## src/rtl/tos_pkg.sv

```systemverilog
package tos_pkg;
   typedef enum logic [1:0] {
      OP_PUSH   = 2'd0,
      OP_POP    = 2'd1,
      OP_BINARY = 2'd2,
      OP_BRANCH = 2'd3
   } tos_op_t;

   typedef enum logic [1:0] {
      OCC_EMPTY = 2'd0,
      OCC_ONE   = 2'd1,
      OCC_TWO   = 2'd2
   } tos_occ_t;

   function automatic logic [1:0] op_need(input tos_op_t op);
      case (op)
         OP_PUSH: op_need = 2'd0;
         OP_POP:  op_need = 2'd1;
         default: op_need = 2'd2;
      endcase
   endfunction
endpackage

```

## src/rtl/tos_view.sv

```systemverilog
module tos_view
   import tos_pkg::*;
#(
   parameter int DW = 16
) (
   input  tos_occ_t        occ,
   input  logic            fill_pend,
   input  logic [DW-1:0]   reg_a,
   input  logic [DW-1:0]   reg_b,
   input  logic [DW-1:0]   rdata,
   input  tos_op_t         op,
   output logic [DW-1:0]   top,
   output logic [DW-1:0]   below,
   output logic            enough
);
   logic [1:0] avail;

   always_comb begin
      avail = occ + {1'b0, fill_pend};
      enough = (avail >= op_need(op));
      case (occ)
         OCC_TWO: begin top = reg_a; below = reg_b; end
         OCC_ONE: begin top = reg_b; below = rdata; end
         default: begin top = rdata; below = rdata; end
      endcase
   end
endmodule

```

## src/rtl/tos_spport.sv

```systemverilog
module tos_spport #(
   parameter int          DW   = 16,
   parameter int          AW   = 8,
   parameter logic [AW-1:0] BASE = '0
) (
   input  logic          clk,
   input  logic          rst,
   input  logic          spill,
   input  logic          fill,
   input  logic [DW-1:0] spill_data,
   output logic [AW-1:0] sp,
   output logic          mem_en,
   output logic          mem_we,
   output logic [AW-1:0] mem_addr,
   output logic [DW-1:0] mem_wdata
);
   logic [AW-1:0] sp_q;
   logic [AW-1:0] sp_dec;

   assign sp_dec    = sp_q - 1'b1;
   assign sp        = sp_q;
   assign mem_en    = spill | fill;
   assign mem_we    = spill;
   assign mem_addr  = spill ? sp_q : sp_dec;
   assign mem_wdata = spill_data;

   always_ff @(posedge clk) begin
      if (rst)        sp_q <= BASE;
      else if (spill) sp_q <= sp_q + 1'b1;
      else if (fill)  sp_q <= sp_dec;
   end
endmodule

```

## src/rtl/tos_cache.sv

```systemverilog
module tos_cache
   import tos_pkg::*;
#(
   parameter int            DW   = 16,
   parameter int            AW   = 8,
   parameter logic [AW-1:0] BASE = '0
) (
   input  logic          clk,
   input  logic          rst,
   input  logic          req_valid,
   input  logic [1:0]    req_op,
   input  logic [DW-1:0] req_data,
   output logic          req_ready,
   output logic          out_valid,
   output logic [DW-1:0] out_data,
   output logic [DW-1:0] opnd_top,
   output logic [DW-1:0] opnd_below,
   input  logic [DW-1:0] alu_result,
   output logic          mem_en,
   output logic          mem_we,
   output logic [AW-1:0] mem_addr,
   output logic [DW-1:0] mem_wdata,
   input  logic [DW-1:0] mem_rdata,
   output logic [AW-1:0] sp
);
   localparam int DEPTH_MAX = 1 << AW;

   generate
      if (DW < 1) begin : g_bad_dw
         $error("tos_cache: DW must be at least 1");
      end
      if (AW < 2 || DEPTH_MAX < 4) begin : g_bad_aw
         $error("tos_cache: AW must be at least 2");
      end
   endgenerate

   tos_op_t       op;
   tos_occ_t      occ_q;
   logic          pend_q;
   logic [DW-1:0] a_q, b_q;
   logic [DW-1:0] top, below;
   logic          enough, accept, spill, fill;

   assign op = tos_op_t'(req_op);

   tos_view #(.DW(DW)) u_view (
      .occ(occ_q), .fill_pend(pend_q), .reg_a(a_q), .reg_b(b_q),
      .rdata(mem_rdata), .op(op), .top(top), .below(below), .enough(enough)
   );

   assign req_ready  = enough;
   assign accept     = req_valid & enough;
   assign spill      = accept & (op == OP_PUSH) & (occ_q == OCC_TWO);
   assign fill       = req_valid & ~enough;
   assign opnd_top   = top;
   assign opnd_below = below;

   tos_spport #(.DW(DW), .AW(AW), .BASE(BASE)) u_sp (
      .clk(clk), .rst(rst), .spill(spill), .fill(fill), .spill_data(b_q),
      .sp(sp), .mem_en(mem_en), .mem_we(mem_we), .mem_addr(mem_addr),
      .mem_wdata(mem_wdata)
   );

   always_ff @(posedge clk) begin
      if (rst) begin
         occ_q     <= OCC_EMPTY;
         pend_q    <= 1'b0;
         out_valid <= 1'b0;
         out_data  <= '0;
         a_q       <= '0;
         b_q       <= '0;
      end else begin
         pend_q    <= fill;
         out_valid <= accept & (op == OP_POP);
         if (accept) begin
            case (op)
               OP_PUSH: begin
                  case (occ_q)
                     OCC_EMPTY: begin b_q <= req_data; occ_q <= OCC_ONE; end
                     OCC_ONE:   begin a_q <= req_data; occ_q <= OCC_TWO; end
                     default:   begin b_q <= a_q; a_q <= req_data; end
                  endcase
               end
               OP_POP: begin
                  out_data <= top;
                  occ_q    <= (occ_q == OCC_TWO) ? OCC_ONE : OCC_EMPTY;
               end
               OP_BINARY: begin
                  b_q   <= alu_result;
                  occ_q <= OCC_ONE;
               end
               default: occ_q <= OCC_EMPTY;
            endcase
         end else if (fill && pend_q) begin
            b_q   <= mem_rdata;
            occ_q <= OCC_ONE;
         end
      end
   end
endmodule

```

## config.mk

```make
export PLATFORM = sky130hd
export DESIGN_NAME = tos_cache
export DESIGN_NICKNAME = d
export VERILOG_FILES = /design/src/rtl/tos_pkg.sv /design/src/rtl/tos_view.sv /design/src/rtl/tos_spport.sv /design/src/rtl/tos_cache.sv
export SDC_FILE = /design/constraint.sdc
export NUM_CORES = 1
export LEC_CHECK = 0
export BUFFER_PORTS_ARGS = -buffer_cell sky130_fd_sc_hd__buf_4
export CAP_MARGIN = 30
export CORE_UTILIZATION = 30
export CTS_CLUSTER_DIAMETER = 100
export DETAILED_ROUTE_END_ITERATION = 8
export PLACE_DENSITY_LB_ADDON = 0.12
export SYNTH_ARGS = -nofsm -noshare
export SYNTH_HDL_FRONTEND = slang
export SYNTH_SLANG_ARGS = --single-unit
```

## constraint.sdc

```tcl
create_clock -name clk -period 7.75 [get_ports clk]
set_clock_uncertainty 0.1 [all_clocks]
set_input_delay 1.9375 -clock clk [delete_from_list [all_inputs] [get_ports clk]]
set_output_delay 1.9375 -clock clk [all_outputs]
set_load 0.05 [all_outputs]
```

==> summary.md, run 1 <==
| Metric | Value |
|---|---|
| Combinational share of power | `43.8%` |
| Area leader, netlist | `dfxtp_1` |
| Fin. Hold Viols | `0` |
| Sequential fraction of the synthesis area | `32.8%` |
| Layout cells sized above 1 | `30.9%` |
| Die extent in x | `112 um` |
| Worst Hold Class | `flop to flop` |
| Post-CTS Hold Buffers | `0` |
| Vias/cell | `5.15` |
| Layer with the highest usage | `met2` |
| Syn nets | `535` |
| Leakage | `2.17 nW` |
| Vias in the first global route | `3,510` |
| Adder-Cell Fraction of Synth Area | `3.42%` |
| Min Tclk post-route | `6.06 ns` |
| Layout Nets | `652` |
| Compound-Gate Fraction of Synth Area | `23.4%` |
| First-pass iteration count of the detailed router | `6` |
| Total track usage | `20.2%` |
| Ant. Diodes | `0` |
| Post CTS Setup Buffer Count | `0` |
| Finished Layout Cells | `735` |
| Cells after DPL | `721` |
| Initial DRC Count | `236` |
| Worst slew margin | `39.9%` |
| Type of origin of the critical path | `input port` |
| PortBufs | `136` |
| GR Util met2 | `29.4%` |
| Number of synthesized flops with an enable pin | `0` |
| CP Class | `input port to primary output` |
| Power per cell area | `256 nW/um^2` |
| Row count | `39` |
| Final Setup Violations | `0` |
| Met3 usage in global routing | `3.94%` |
| Critical Path RT | `5.71 ns` |
| Vias | `3,783` |
| P&R area growth vs syn | `37.2%` |
| Die Ht | `112 um` |
| Peak supply drop | `112 uV` |
| Initial antenna violation count | `0` |
| CTS resizes | `0` |
| Most common cell after layout, fill and taps aside | `buf_4` |
| Largest family of logic cells by synthesized area | `compound AO/OA/AOI/OAI gates` |
| Longest Clk Path Bufs | `2` |
| Worst EP arrival | `4.02 ns` |
| Mux share of post-synthesis cell area | `10.3%` |
| Status | `completed` |
| Sum Neg Setup Slack | `0 ns` |
| First-pass GRT wire length | `19,600 um` |
| Primary FF master, synth | `dfxtp_1` |
| Post-Synth Simple-Gate Area | `21.9%` |
| Sw Ratio | `43.1%` |
| Top cell type's share of synthesized area | `32.8%` |
| Number of clock sinks | `60` |
| Clock Latency Late Sink | `0.33 ns` |
| CTS tree | `done` |
| Placed Area | `4760 um^2` |
| Slew Limit Fails | `0` |
| Library cells used by synthesis | `45` |
| Clock root buffer | `clkbuf_16` |
| Grt ovf | `0` |
| Sequential Power Share | `28.2%` |
| CP Capture Type | `primary output` |
| Net Switching | `0.000553 W` |
| Die area | `12,600 um^2` |
| DRC | `0` |
| Initial Util | `31.4%` |
| Syn. warnings | `0` |
| Mapped Area | `3660 um^2` |
| Routed length per placed instance | `17.0 um` |
| Critical Path Fanout Max | `6` |
| Core area | `11,700 um^2` |
| Post-Synthesis Cells | `472` |
| Most frequent cells in the layout | `buf_4 (141), nand2_1 (107), dfxtp_1 (60), a21oi_1 (52), nor2_1 (48)` |
| H-tree Lvls | `3` |
| DRT antenna net count | `0` |
| RSZ-0062 raised after global routing | `false` |
| DRT Wirelength | `12,500 um` |
| Internal power | `0.000731 W` |
| Fillers | `1,162` |
| Pin count of the biggest net entering global routing | `67` |
| Synth Register Bits | `60` |
| Top cells by area, synth | `dfxtp_1 (33%), nand2_1 (11%), a21oi_1 (7.1%), mux2_2 (5.2%), nor2_1 (4.9%)` |
| Fmax | `0.165 GHz` |
| Asr flop ratio synth | `0%` |
| CTS buffer count | `9` |
| Hpwl dp | `8630 um` |
| Global Route met1 Usage | `29.3%` |
| Period utilization | `78.2%` |
| Max_cap viols | `0` |
| Clock network power share | `28.0%` |
| Worst-Margin Slew | `0.901 ns` |
| Post-Syn Area per Cell | `7.75 um^2` |
| GP Congestion | `0.882` |
| Synth Area in XOR/XNOR | `2.15%` |
| Post-route cell area | `5020 um^2` |
| I/O Pins | `137` |
| Worst-path clk slew | `0.05 ns` |
## path summary, 6_finish.rpt
| path | startpoint | to | slack (ns) | cells after the start |
|---|---|---|---|---|
| min | out_data[6]$_SDFFE_PP0P_ | out_data[6]$_SDFFE_PP0P_ | 0.35 | 2 |
| max reg2reg | occ_q[0]$_SDFFE_PP0P_ | a_q[2]$_SDFFE_PP0P_ | 4.60 | 9 |
| max | req_op[0] | mem_addr[6] | 1.69 | 10 |
| min reg2reg | out_data[6]$_SDFFE_PP0P_ | out_data[6]$_SDFFE_PP0P_ | 0.35 | 2 |
## synth_stat cells, drive strengths merged, types with 5 or more instances
cell    number
a21oi       54
o21ai        5
o211ai      18
a22oi       18
and2         5
ha          10
mux2        19
clkbuf      17
dfxtp       60
nor2        48
nand2      107
xnor2        5
mux2i       16
nand3        5
inv         11
buf         20
a311oi      17
## area by class of cell
type | instances | area, um^2 | area share, %
well taps | 143 | 179 | 3.56
repair buffers | 143 | 1100 | 21.9
clock inverters | 3 | 15.0 | 0.299
multi-input cells | 364 | 2240 | 44.6
clock buffers | 11 | 243 | 4.83
inverters | 11 | 41.3 | 0.822
flip-flops and latches | 60 | 1200 | 23.9
## power by group through the flow
stage          logic, W  clock network [W]  registers (W)
2_1_floorplan  0.000331                  0       0.000427
3_3_place_gp   0.000557                  0       0.000368
3_5_place_dp   0.000564                  0       0.000368
4_1_cts        0.000565           0.000368       0.000362
5_1_grt        0.000595           0.000383       0.000366
6_report       0.000562           0.000359       0.000363
## state kept, by name (all words and copies together) (netlist names)
| name | cells |
|---|---|
| a_q | 16 |
| b_q | 16 |
| out_data | 16 |
| u_sp.sp | 8 |
| occ_q | 2 |
| out_valid | 1 |
| pend_q | 1 |
## worst max-delay path, stage by stage
cell	delay (ns)
buf_4	0.12
nor2b_1	0.20
ha_1	0.25
nand2b_1	0.28
a21o_1	0.24
nand2_1	0.21
inv_2	0.10
nor3_1	0.27
xor2_1	0.19
buf_4	0.22
## logic make-up after synthesis
kind of cell	after synthesis
and+or+nand+nor	186
muxes	35
xor gates and xnor gates	9
AOI/OAI and AO/OA	124
buffers and inverters	48
adders and majority gates	10
DFF	60
## stage by stage
step | hold WS, ns | total power (W) | worst slack, ns | util (%)
after floorplan | 0.348 | 0.000758 | 1.25 | -
after global placement | 0.343 | 0.000925 | 1.76 | 40.5
after detailed placement | 0.349 | 0.000932 | 1.70 | 40.8
after CTS | 0.356 | 0.00129 | 1.70 | 43.1
after global routing | 0.375 | 0.00134 | 1.56 | 43.1
final | 0.353 | 0.00128 | 1.69 | 43.1
## per-layer routing
layer	share of wire, %	wire [um]
met2	43	5410
met3	5.3	656
met4	1.3	163
met5	0	0
met1	50	6250
Note: power is estimated with default switching activity, not from simulation.
==> run 2: changes to the inputs <==
--- a/config.mk
+++ b/config.mk
@@ -5,6 +5,7 @@
 export SDC_FILE = /design/constraint.sdc
 export NUM_CORES = 1
 export LEC_CHECK = 0
+export ABC_AREA = 1
 export BUFFER_PORTS_ARGS = -buffer_cell sky130_fd_sc_hd__buf_4
 export CAP_MARGIN = 30
 export CORE_UTILIZATION = 30
==> constraint.sdc (replaced) <==
create_clock -name clk -period 5.25 [get_ports clk]
set_clock_uncertainty 0.1 [all_clocks]
set_input_delay 1.3125 -clock clk [delete_from_list [all_inputs] [get_ports clk]]
set_output_delay 1.3125 -clock clk [all_outputs]
set_load 0.05 [all_outputs]
==> run 2 against run 1 <==
Effect of this change:
- worst hold slack improved by 0.068 ns
- non-clock buffer count is the same
- via count rose by 22%
- first-iteration DRC count is 2.1% higher
==> summary.md, run 2 <==
| Metric | Value |
|---|---|
| Power per cell area | `364 nW/um^2 (+43%)` |
| Status | `completed` |
| Vias/cell | `4.81 (-6.6%)` |
| Mapped Area | `3990 um^2 (+8.9%)` |
| Fmax | `0.230 GHz` |
| CTS resizes | `0 (unchanged)` |
| Total track usage | `21.2% (+1.0 points)` |
| Adder-Cell Fraction of Synth Area | `3.14% (-0.28 points)` |
| Grt ovf | `0 (unchanged)` |
| Primary FF master, synth | `dfxtp_1` |
| Most used cell along the critical path | `buf_4` |
| I/O Pins | `137 (unchanged)` |
| Most frequent cells after synthesis | `nand2_1 (176), nor2_1 (160), dfxtp_1 (60), o21ai_0 (50), inv_1 (48)` |
| Layout cells sized above 1 | `24.0% (-6.9 points)` |
| Post-Synthesis Cells | `670 (+42%)` |
| CP Capture Type | `primary output` |
| Top flop regs | `a_q: 16 flops, b_q: 16 flops, out_data: 16 flops` |
| Placed Area | `5110 um^2 (+7.2%)` |
| Post CTS Setup Buffer Count | `0 (unchanged)` |
| Leakage | `2.69 nW (+24%)` |
| PortBufs | `136 (unchanged)` |
| Count leader, synth | `nand2_1` |
| Syn. warnings | `0 (unchanged)` |
| Slew Limit Fails | `0 (unchanged)` |
| Min Tclk post-route | `4.35 ns` |
| Slowest stage cell, crit path | `buf_4` |
| DRT antenna net count | `0 (unchanged)` |
| Number of synthesized flops with an enable pin | `0 (unchanged)` |
| Critical Path Fanout Max | `22 (+16)` |
| Syn nets | `733 (+37%)` |
| Vias in the first global route | `4,409 (+26%)` |
| Ant. Diodes | `0 (unchanged)` |
| Worst-path clk slew | `0.05 ns (about the same)` |
| Top cell type's share of synthesized area | `30.1% (-2.7 points)` |
| Layout Utilization | `42.5% (-0.58 points)` |
| Routed length per placed instance | `14.6 um (-14%)` |
| Initial antenna violation count | `0 (unchanged)` |
| Post-Syn Area per Cell | `5.95 um^2 (-23%)` |
| CTS tree | `done` |
| Most common cell after layout, fill and taps aside | `nand2_1` |
| Period utilization | `82.9%` |
| Initial DRC Count | `241 (+2.1%)` |
| CP Class | `input port to primary output` |
| RSZ-0062 raised after global routing | `false` |
| Top cells by area, synth | `dfxtp_1 (30%), nand2_1 (17%), nor2_1 (15%), o21ai_0 (6.3%), nand3_1 (4.6%)` |
| Sum Neg Setup Slack | `0 ns (unchanged)` |
| Library cells used by synthesis | `26 (-42%)` |
| Crit path cell chain | `buf_4 -> inv_2 -> nand2_1 -> inv_1 -> ha_1 -> nand2_1 -> nand3_2 -> buf_4 -> nand3_2 -> nor2_2 -> buf_4` |
| Setup ws final | `0.898 ns (-0.790 ns)` |
| Die extent in x | `117 um (+4.3%)` |
| Mux share of post-synthesis cell area | `0% (-10 points)` |
| First-pass GRT wire length | `22,100 um (+13%)` |
| Synth Register Bits | `60 (unchanged)` |
| Max_cap viols | `0 (unchanged)` |
| First-pass iteration count of the detailed router | `5 (-1)` |
| Fin. Hold Viols | `0 (unchanged)` |
| Peak supply drop | `205 uV (+83%)` |
| Area leader, netlist | `dfxtp_1` |
| Hpwl dp | `10,300 um (+19%)` |
| Clock Latency Late Sink | `0.33 ns (about the same)` |
| Core area | `12,800 um^2 (+9.5%)` |
| DRT Wirelength | `14,000 um (+12%)` |
| Worst slew margin | `36.3% (-3.7 points)` |
| Die area | `13,800 um^2 (+8.8%)` |
| Most frequent cells in the layout | `nand2_1 (176), nor2_1 (160), buf_4 (141), dfxtp_1 (60), o21ai_0 (50)` |
| Asr flop ratio synth | `0% (unchanged)` |
| Setup WS pre-CTS | `0.895 ns (-0.801 ns)` |
| Row count | `41 (+5.1%)` |
| Sequential fraction of the synthesis area | `30.1% (-2.7 points)` |
| Worst-Margin Slew | `0.956 ns (+0.0549 ns)` |
| Type of origin of the critical path | `input port` |
| Number of clock sinks | `60 (unchanged)` |
| WHS | `0.421 ns (+0.0679 ns)` |
| Largest family of logic cells by synthesized area | `simple AND/OR/NAND/NOR gates` |
| Vias | `4,631 (+22%)` |
| P&R area growth vs syn | `36.1%` |
| GP Congestion | `0.866 (-1.9%)` |
| Pin count of the biggest net entering global routing | `51 (-24%)` |
| Compound-Gate Fraction of Synth Area | `12.8% (-11 points)` |
| Critical Path RT | `3.84 ns (-1.87 ns)` |
| Die Ht | `117 um (+4.3%)` |
| DRC | `0 (unchanged)` |
| Final Setup Violations | `0 (unchanged)` |
| Worst EP arrival | `2.94 ns (-1.08 ns)` |
| Max incr delay on CP | `0.29 ns (about the same)` |
| Layout Nets | `849 (+30%)` |
| Synth Area in XOR/XNOR | `1.76% (-0.40 points)` |
| Clock root buffer | `clkbuf_16` |
| Initial Util | `31.2% (-0.17 points)` |
| Post-route cell area | `5430 um^2 (+8.0%)` |
| CTS buffer count | `9 (unchanged)` |
| Worst Hold Class | `flop to flop` |
| Post-CTS Hold Buffers | `0 (unchanged)` |
| Post-Synth Simple-Gate Area | `42.1% (+20 points)` |
| Longest Clk Path Bufs | `2 (unchanged)` |
| H-tree Lvls | `3 (unchanged)` |
[run 2: cell count changes after synthesis, sizes merged, moves of 6 or more]
| cell | before | now |
|---|---|---|
| o211ai | 18 | 0 |
| a22oi | 18 | 0 |
| a21oi | 54 | 20 |
| a31oi | 1 | 16 |
| nand3 | 5 | 39 |
| or2 | 0 | 16 |
| nand4 | 1 | 7 |
| inv | 11 | 52 |
| nor2 | 48 | 164 |
| mux2i | 16 | 0 |
| nand2 | 107 | 178 |
| o21ai | 5 | 61 |
| mux2 | 19 | 0 |
| a311oi | 17 | 0 |
[run 2: metal layers]
metal	GRT usage (%)	wire (um)	up-vias
li1	-	-	2344
met1	27.1	6380	2112
met2	35.5	6500	156
met3	4.07	858	19
met4	7.51	306	0
met5	0	0	-
[run 2: critical path, delay by kind of cell]
kind / cells / cell delay, ns
adder cells (fa/ha/maj): 1 / 0.26
buffers and inverters: 5 / 0.70
AND/OR/NAND/NOR: 5 / 0.66
[run 2: metrics by stage]
stage,total power [W],instances
6_report,0.00198,963
5_1_grt,0.00208,963
4_1_cts,0.00199,963
3_5_place_dp,0.00135,947
3_3_place_gp,0.00134,945
2_1_floorplan,0.00111,670
[run 2: worst paths after layout]
check,from,cells past startpoint,endpoint,slack [ns]
setup / recovery,req_op[1],11,mem_we,0.90
hold reg to reg,b_q[15]$_SDFFE_PP0P_,2,b_q[15]$_SDFFE_PP0P_,0.42
hold / removal,b_q[15]$_SDFFE_PP0P_,2,b_q[15]$_SDFFE_PP0P_,0.42
setup reg to reg,occ_q[0]$_SDFFE_PP0P_,11,out_data[7]$_SDFFE_PP0P_,2.21
[run 2: final cells by class]
| class | count | area [um^2] |
|---|---|---|
| fill | 1361 | 7350 |
| multi-input combinational | 519 | 2390 |
| sequential | 60 | 1200 |
| timing repair buffer | 143 | 1110 |
| clock buffer | 11 | 243 |
| tap | 172 | 215 |
| inverter | 53 | 199 |
| clock inverter | 5 | 75.1 |
[run 2: cell families (layout without fill, tap and decap cells)]
kind of cell	Yosys count	after routing
adder cells (fa/ha/maj)	10	10
XOR/XNOR	8	8
buffers and inverters	91	212
AND/OR/NAND/NOR	404	404
AO/OA/AOI/OAI	97	97
flip-flops	60	60
[run 2: power breakdown]
| part | switching, W | internal, W | leakage (nW) |
|---|---|---|---|
| Combinational | 0.000565 | 0.000244 | 2.05 |
| Clock | 0.000211 | 0.000426 | 0.159 |
| Sequential | 0.0000399 | 0.000492 | 0.490 |
| Total | 0.000816 | 0.00116 | 2.69 |
==> run 3: changes to the inputs <==
--- a/config.mk
+++ b/config.mk
@@ -5,7 +5,7 @@
 export SDC_FILE = /design/constraint.sdc
 export NUM_CORES = 1
 export LEC_CHECK = 0
-export ABC_AREA = 1
+export ABC_AREA = 0
 export BUFFER_PORTS_ARGS = -buffer_cell sky130_fd_sc_hd__buf_4
 export CAP_MARGIN = 30
 export CORE_UTILIZATION = 30
==> constraint.sdc (replaced) <==
create_clock -name clk -period 3.56 [get_ports clk]
set_clock_uncertainty 0.1 [all_clocks]
set_input_delay 0.89 -clock clk [delete_from_list [all_inputs] [get_ports clk]]
set_output_delay 0.89 -clock clk [all_outputs]
set_load 0.05 [all_outputs]
==> run 3 against run 2 <==
Effect of this change:
- register-to-register slack lost 1.4 ns
- sequential power grew 49%
- final area shrank 2.2%
- cell count shrank 21%
- total power grew 51%
- setup slack lost 0.84 ns
- largest cell class unchanged
- flip-flop and latch count is the same
- via count shrank 15%
- wire length shrank 11%
==> summary.md, run 3 (same netlist as run 1, synthesis figures left out) <==
| Metric | Value |
|---|---|
| P&R area growth vs syn | `44.9%` |
| Met3 usage in global routing | `3.46% (-0.61 points)` |
| CTS tree | `done` |
| Critical Path Fanout Max | `3 (-86%)` |
| Leakage | `2.33 nW (-14%)` |
| Type of origin of the critical path | `input port` |
| Clock root buffer | `clkbuf_16` |
| CP Class | `input port to primary output` |
| First-pass GRT wire length | `19,800 um (-11%)` |
| Sum Neg Setup Slack | `0 ns (unchanged)` |
| Clock Latency Late Sink | `0.32 ns (about the same)` |
| CP Capture Type | `primary output` |
| Worst-Margin Slew | `0.978 ns (+0.0220 ns)` |
| Worst EP arrival | `2.51 ns (-0.43 ns)` |
| Top flop regs | `a_q: 16 flops, b_q: 16 flops, out_data: 16 flops` |
| Core area | `11,700 um^2 (-8.7%)` |
| Vias/cell | `5.18 (+7.7%)` |
| Min Tclk post-route | `3.50 ns` |
| Setup ws final | `0.0571 ns (-0.841 ns)` |
| Worst Hold Class | `flop to flop` |
| Fin. Hold Viols | `0 (unchanged)` |
| Layer with the highest usage | `met2` |
| Most common cell after layout, fill and taps aside | `buf_4` |
| Cells after DPL | `740 (-22%)` |
| R2R setup slack | `0.83 ns (-1.38 ns)` |
| CTS buffer count | `9 (unchanged)` |
| Hpwl dp | `8960 um (-13%)` |
| Die Ht | `112 um (-4.1%)` |
| Worst-path clk slew | `0.06 ns (about the same)` |
| Peak supply drop | `207 uV (+1.0%)` |
| Slowest stage cell, crit path | `o211ai_1` |
| Longest Clk Path Bufs | `2 (unchanged)` |
| Layout cells sized above 1 | `35.5% (+11 points)` |
| Die area | `12,600 um^2 (-8.1%)` |
| Initial antenna violation count | `0 (unchanged)` |
| Vias | `3,919 (-15%)` |
| Global Route met1 Usage | `28.2% (+1.1 points)` |
| Pin count of the biggest net entering global routing | `46 (-9.8%)` |
| Crit path cell chain | `buf_4 -> inv_1 -> ha_1 -> and2_4 -> buf_4 -> a21oi_2 -> o211ai_1 -> xnor2_4 -> buf_6` |
| Setup WS pre-CTS | `0.0517 ns (-0.843 ns)` |
| Number of clock sinks | `60 (unchanged)` |
| Max incr delay on CP | `0.52 ns (+0.23 ns)` |
| H-tree Lvls | `3 (unchanged)` |
| Initial DRC Count | `239 (-0.83%)` |
| Critical Path RT | `2.57 ns (-1.27 ns)` |
| GP Congestion | `0.846 (-2.2%)` |
| Period utilization | `98.4%` |
| Routed length per placed instance | `16.6 um (+14%)` |
| Layout Utilization | `45.5% (+3.0 points)` |
| PortBufs | `136 (unchanged)` |
| First-pass iteration count of the detailed router | `5 (unchanged)` |
| Most frequent cells in the layout | `buf_4 (161), nand2_1 (106), dfxtp_1 (59), a21oi_1 (52), nor2_1 (48)` |
| Slew Limit Fails | `0 (unchanged)` |
| I/O Pins | `137 (unchanged)` |
| Max_cap viols | `0 (unchanged)` |
| DRT Wirelength | `12,500 um (-11%)` |
| Die extent in x | `112 um (-4.1%)` |
| Worst slew margin | `34.8% (-1.5 points)` |
| Grt ovf | `0 (unchanged)` |
| Total track usage | `19.9% (-1.4 points)` |
| GR Util met2 | `30.9% (-4.6 points)` |
| Finished Layout Cells | `757 (-21%)` |
| Layout Nets | `672 (-21%)` |
| Fmax | `0.285 GHz` |
| Vias in the first global route | `3,705 (-16%)` |
| Final Setup Violations | `0 (unchanged)` |
| DRT antenna net count | `0 (unchanged)` |
| Row count | `39 (-4.9%)` |
| Ant. Diodes | `0 (unchanged)` |
| Most used cell along the critical path | `buf_4` |
| Power per cell area | `562 nW/um^2 (+54%)` |
| Initial Util | `31.4% (+0.17 points)` |
| Status | `completed` |
| DRC | `0 (unchanged)` |
==> run 3: worst paths after layout <==
| path | start | endpoint | depth (start not counted) |
|---|---|---|---|
| worst min-delay path | out_data[13]$_SDFFE_PP0P_ | out_data[13]$_SDFFE_PP0P_ | 2 |
| worst max-delay path | req_op[1] | mem_addr[4] | 9 |
| worst max register to register | occ_q[0]$_SDFFE_PP0P_ | u_sp.sp[3]$_SDFFE_PP0P_ | 11 |
| worst min register to register | out_data[13]$_SDFFE_PP0P_ | out_data[13]$_SDFFE_PP0P_ | 2 |
==> run 3: worst max-delay path, delay by kind of cell <==
family,cells,cell delay (ns)
XOR/XNOR,1,0.18
buffers and inverters,4,0.43
AO/OA/AOI/OAI,2,0.58
AND/OR/NAND/NOR,1,0.14
adder cells (fa/ha/maj),1,0.29
==> run 3: metal layers <==
metal	wire (um)	part of all wire, %
met1	5980	48
met5	0	0
met4	88	0.70
met2	5670	45
met3	811	6.5
==> run 3: report_power, final <==
| group | switching, W | leakage, nW | internal, W |
|---|---|---|---|
| clock network | 0.000317 | 0.137 | 0.000537 |
| registers | 0.0000730 | 0.489 | 0.000721 |
| logic | 0.000864 | 1.70 | 0.000470 |
| total | 0.00125 | 2.33 | 0.00173 |
==> run 3: layout make-up <==
class / count / area [um^2]
inverters: 11 / 46.3
fillers: 1175 / 6360
well taps: 143 / 179
clock inverters: 7 / 67.6
repair buffers: 163 / 1230
clock buffers: 9 / 225
multi-input cells: 364 / 2350
flip-flops and latches: 60 / 1200
==> run 3: through the flow <==
| stage | power (W) | hold slack (ns) | cell area, um^2 |
|---|---|---|---|
| after floorplan | 0.00173 | 0.348 | 3770 |
| after global placement | 0.00212 | 0.343 | 4990 |
| after detailed placement | 0.00213 | 0.350 | 4990 |
| after CTS | 0.00299 | 0.358 | 5290 |
| after global routing | 0.00311 | 0.373 | 5300 |
| final | 0.00298 | 0.353 | 5300 |
==> run 3: timing repair <==
action                     CTS  global route
resized for setup            0             4
setup endpoints to repair    0             2
hold buffers                 0             0
setup buffers                0             1
